===== src/rtl/pulse_timer.sv =====
module pulse_timer #(
  parameter int CW = 24,
  parameter int DW = 32
) (
  input  logic          clk,
  input  logic          rst_n,
  input  logic          wr_en,
  input  logic [1:0]    addr,
  input  logic [DW-1:0] wdata,
  output logic [DW-1:0] rdata,
  input  logic          psc_sel,
  input  logic          psc_tick,
  output logic          tmr_out,
  output logic          irq
);
  localparam logic [3:0] MODE_PULSE = 4'b0001;

  logic          en, inv, rm, ie, flag, pulse, div;
  logic [3:0]    mode;
  logic [CW-1:0] load_q, cmp_q, cnt;

  wire wr_ctrl = wr_en && addr == 2'd0;
  wire run     = en && mode == MODE_PULSE;
  wire start   = wr_ctrl && wdata[0] && wdata[7:4] == MODE_PULSE && !run;
  wire tick    = run && (psc_sel ? psc_tick : div);
  wire [CW-1:0] nxt = (rm && cnt == cmp_q) ? load_q : cnt + 1'b1;
  wire hit     = tick && nxt == cmp_q;

  assign tmr_out = inv ^ (pulse & run);
  assign irq     = flag & ie;

  always_ff @(posedge clk or negedge rst_n)
    if (!rst_n) begin
      en <= 1'b0; inv <= 1'b0; rm <= 1'b0; ie <= 1'b0; mode <= '0;
      load_q <= '0; cmp_q <= '0;
    end else if (wr_en) begin
      case (addr)
        2'd0: begin
          en <= wdata[0]; mode <= wdata[7:4];
          inv <= wdata[8]; rm <= wdata[9]; ie <= wdata[10];
        end
        2'd1: load_q <= wdata[CW-1:0];
        2'd2: cmp_q  <= wdata[CW-1:0];
        default: ;
      endcase
    end

  always_ff @(posedge clk or negedge rst_n)
    if (!rst_n) begin
      cnt <= '0; pulse <= 1'b0; div <= 1'b0;
    end else if (start) begin
      cnt <= load_q; pulse <= 1'b0; div <= 1'b0;
    end else if (!run) begin
      pulse <= 1'b0;
    end else begin
      div <= ~div;
      if (tick) begin
        cnt   <= nxt;
        pulse <= hit;
      end
    end

  always_ff @(posedge clk or negedge rst_n)
    if (!rst_n)                      flag <= 1'b0;
    else if (hit)                    flag <= 1'b1;
    else if (wr_ctrl && wdata[15])   flag <= 1'b0;

  always_comb begin
    rdata = '0;
    case (addr)
      2'd0: begin
        rdata[0] = en; rdata[7:4] = mode; rdata[8] = inv;
        rdata[9] = rm; rdata[10] = ie; rdata[15] = flag;
      end
      2'd1: rdata[CW-1:0] = load_q;
      2'd2: rdata[CW-1:0] = cmp_q;
      default: rdata[CW-1:0] = cnt;
    endcase
  end

  p_hold_r1: assert property (@(posedge clk) disable iff (!rst_n)
    !run && !start |=> $stable(cnt));
  p_match_flag_r3: assert property (@(posedge clk) disable iff (!rst_n)
    tick && cnt != cmp_q && nxt == cmp_q |=> flag && cnt == cmp_q);
  p_flag_sticky_r3: assert property (@(posedge clk) disable iff (!rst_n)
    flag && !(wr_ctrl && wdata[15]) |=> flag);
  p_pulse_end_r5: assert property (@(posedge clk) disable iff (!rst_n)
    pulse && tick && nxt != cmp_q |=> !pulse);
  p_reload_r6: assert property (@(posedge clk) disable iff (!rst_n)
    tick && rm && cnt == cmp_q |=> cnt == $past(load_q));
  p_step_r7: assert property (@(posedge clk) disable iff (!rst_n)
    tick && !(rm && cnt == cmp_q) |=> cnt == CW'($past(cnt) + 1'b1));
  p_div_pace_r8: assert property (@(posedge clk) disable iff (!rst_n)
    run && !psc_sel && tick |=> !tick);
endmodule


===== config.mk =====
export PLATFORM = sky130hd
export DESIGN_NAME = pulse_timer
export DESIGN_NICKNAME = d
export VERILOG_FILES = /design/src/rtl/pulse_timer.sv
export SDC_FILE = /design/constraint.sdc
export NUM_CORES = 1
export LEC_CHECK = 0
export BUFFER_PORTS_ARGS = -buffer_cell sky130_fd_sc_hd__buf_2
export CORE_UTILIZATION = 38
export CTS_CLUSTER_DIAMETER = 100
export CTS_CLUSTER_SIZE = 30
export DETAILED_ROUTE_END_ITERATION = 12
export SETUP_SLACK_MARGIN = 0.5
export SLEW_MARGIN = 20
export SYNTH_ARGS = -nofsm -noshare
export SYNTH_HDL_FRONTEND = slang
export SYNTH_SLANG_ARGS = --single-unit

===== constraint.sdc =====
create_clock -name clk -period 3.2 [get_ports clk]
set_input_delay 0.64 -clock clk [delete_from_list [all_inputs] [get_ports clk]]
set_output_delay 0.64 -clock clk [all_outputs]
set_load 0.01 [all_outputs]

==> flow_summary.ini <==
[synthesis]
synth-compound-area-share_pct = 13.6
synth_adder_area_share_pct = 0.222
synth_top_family_by_area = multiplexers
ys.warnings.count = 0
ys_seq_elements = 83
avgSynthCellArea_sq_um = 10.2
async_flop_share_pct = 100
ys_seq_area_share_pct = 36.8
synth_edf_count = 0
synth_cells = 555
ys.flop_type = dfrtp_1
synth_xor_xnor_area_share_pct = 9.81
muxShareOfSynthArea_pct = 18.0
synthSimpleGateAreaFrac_pct = 16.1
netlist-cell-type-count = 64
netlist_area_sq_um = 5650

[sta]
min_period_ns = 3.26
rsz0062_at_grt = yes
relSlewSlack_pct = 48.2
setup_violations = 2
worst_clock_skew_ns = 0.00514
fin_crit_sh_pct = 102
hold_viol_final = 0
fin_ws_ns = -0.0624
clock.fmax_mhz = 307
drv_slew = 0
worstMarginPinSlew_ns = 0.777

[worst_hold_path]
hold_class = input port to async pin

[floorplan]
rows = 44
die-area_sq_um = 15400
top_level_ports = 73
start_util_pct = 38.9
fp.dieW_um = 124
die_h_um = 124
coreArea_sq_um = 14500

[routing]
drtIter0Drc = 418
postRouteAntennaNets = 0
dr.max_layer_used = met4
dr_total_vias = 5057
routedWlPerCell_um = 21.3
drt-vias-per-instance = 5.84
drcViolationCount = 0
met3_length_um = 903
routed-wl-met2_mm = 8.54
wirelength_mm = 18.5
wl_met1_mm = 8.36
drtPass1Iterations = 5

[worst_setup_path]
r2r-start = cmp_q[23]
cp-end-kind = flip-flop
path_buf_inv = 2
worst_path_max_delay_cell = or4_4
cp_max_fo = 3
crit_top_cell = or4_4
start_kind = flip-flop
crit_chain = xnor2_2, buf_4, nand4_1, or4_4, or4_4, o211ai_2, nand4_1, or4_4, nor4_4, buf_4, a31o_1
crit_required_ns = 3.50
crit_family = simple AND/OR/NAND/NOR gates
crit_arrival_ns = 3.56
cp-startpoint = cmp_q[23]
timing_worst_setup_path_type = flip-flop to flip-flop
slowest_delay_ns = 0.59

[global_routing]
grt_pass1_vias = 4938
grt_remaining_overflow = 0
grt_first_pass_wirelength_mm = 28.1
grt_use_total_pct = 25.3
antenna_found_initial = 0
grt_max_degree = 84

[run]
max-cap-violations = 0

[clock_network]
clock-root-buffer = clkbuf_16
clock_latency_ns = 0.36
cts_buffer_depth = 2
cts.sinks = 83
cts_buffers = 9
h-tree-depth = 3
cts_tree = yes
cts_hold_buf = 0
clk_pin_slew_ns = 0.06

[pwr]
p_seq_share_pct = 37.4
power_mw = 3.97
vdd_drop_max_v = 0.000271
sw_frac_of_total_pct = 35.8
internal_power_mw = 2.55
p_switching_mw = 1.42
p_per_area_nw_per_um2 = 540
leakagePower_nw = 3.21
combPwrFrac_pct = 37.6
clkPwrFrac_pct = 25.0

[finish]
drive_gt1_share_pct = 44.6
fin_nets = 717
final_util_pct = 50.6
final_cells = 866
area_delta_synth_final_pct = 30.3
antenna_cells = 0
final_cell_area_sq_um = 7360

[placed_design]
place_area_sq_um = 6620
placed_cells = 835
portBuffers = 56
dp_worst_setup_slack_ns = -0.159
place_congestion = 0.990
hpwlAfterDp_mm = 13.9

[run_status]
outcome = finished with violations
violations = setup timing
per-layer routing:
metal,vias to the layer above,GRT usage (%)
met5,-,0
met4,0,12.1
met3,37,4.72
met2,159,38.6
met1,2554,34.4
li1,2307,-
path summary, 6_finish.rpt:
check / slack, ns / depth (start not counted) / end
min reg2reg: 0.50 / 1 / div
min: 0.34 / 1 / load_q[19]
max: -0.06 / 11 / pulse
max in group asynchronous: 2.28 / 1 / cnt[6]
min in group clk: 0.50 / 1 / div
max reg2reg: -0.06 / 11 / pulse
final cells by class:
cell class	count	area [sq um]
Fill cell	1355	7180
Multi-Input combinational cell	413	3570
Sequential cell	83	2080
Timing Repair Buffer	154	1120
Clock buffer	11	253
Tap cell	184	230
Inverter	16	72.6
Clock inverter	5	27.5
power groups by stage:
stage | Combinational (mW) | Sequential [mW] | Clock [mW]
final | 1.49 | 1.49 | 0.993
after global routing | 1.60 | 1.51 | 1.06
after CTS | 1.43 | 1.48 | 1.02
after detailed placement | 1.38 | 1.49 | 0
after global placement | 1.37 | 1.48 | 0
after floorplan | 0.894 | 1.42 | 0
logic make-up (layout without fill, tap and decap cells):
kind of cell / Yosys count / in the layout
AO/OA/AOI/OAI: 103 / 103
AND/OR/NAND/NOR: 163 / 163
buffers and inverters: 66 / 186
multiplexers: 82 / 82
adder cells (fa/ha/maj): 1 / 1
XOR/XNOR: 56 / 56
flip-flops: 83 / 83
other: 1 / 8
state kept, by name, summed over array words and instances (netlist names), 4 cells and up:
signal / flops
cnt: 24
cmp_q: 24
mode: 4
load_q: 24
cells in the final DEF (no fill, tap or decap), types with 5 or more instances in the layout:
master	n
nand4_1	14
o21ai_1	6
nor3_1	12
nor4_4	5
dfrtp_2	5
dfrtp_1	78
buf_12	5
a22o_1	16
conb_1	8
nor4_1	7
mux2i_1	8
nand2b_1	5
o21ai_2	7
xor2_1	33
and3_1	5
clkbuf_16	10
and2_1	6
mux4_2	9
o21ai_0	15
xnor2_2	9
xnor2_1	10
a221o_1	17
inv_1	15
nor2_1	14
mux2_2	65
nand2_1	37
or4_4	5
buf_2	55
nand3_1	15
buf_4	88
per-stage QoR:
stage | setup TNS, ns | hold slack, ns
after floorplan | 0 | 0.344
after global placement | -0.234 | 0.478
after detailed placement | -0.297 | 0.489
after CTS | -0.0965 | 0.501
after global routing | -0.308 | 0.414
final | -0.119 | 0.344
timing repair:
action                     CTS  global route
setup buffers                8             4
setup endpoints to repair   26            21
gates cloned                 2             1
gates resized for setup     23            54
pin swaps                    9            28
synth_stat cells (all sizes together) (6+ instances only):
cell / number / share of area (%)
a21oi: 7 / 0.62
a221o: 17 / 3.0
a22o: 16 / 2.5
and2: 7 / 0.78
buf: 21 / 2.5
clkbuf: 29 / 1.9
dfrtp: 83 / 37
inv: 16 / 1.1
mux2: 65 / 13
mux2i: 8 / 1.4
mux4: 9 / 3.6
nand2: 37 / 2.5
nand2b: 6 / 0.66
nand3: 15 / 1.3
nand4: 16 / 2.0
nor2: 21 / 1.4
nor3: 14 / 1.2
nor4: 13 / 1.6
o21ai: 28 / 2.5
or4: 6 / 1.0
xnor2: 23 / 4.7
xor2: 33 / 5.1
(Power assumes the default switching activity.)
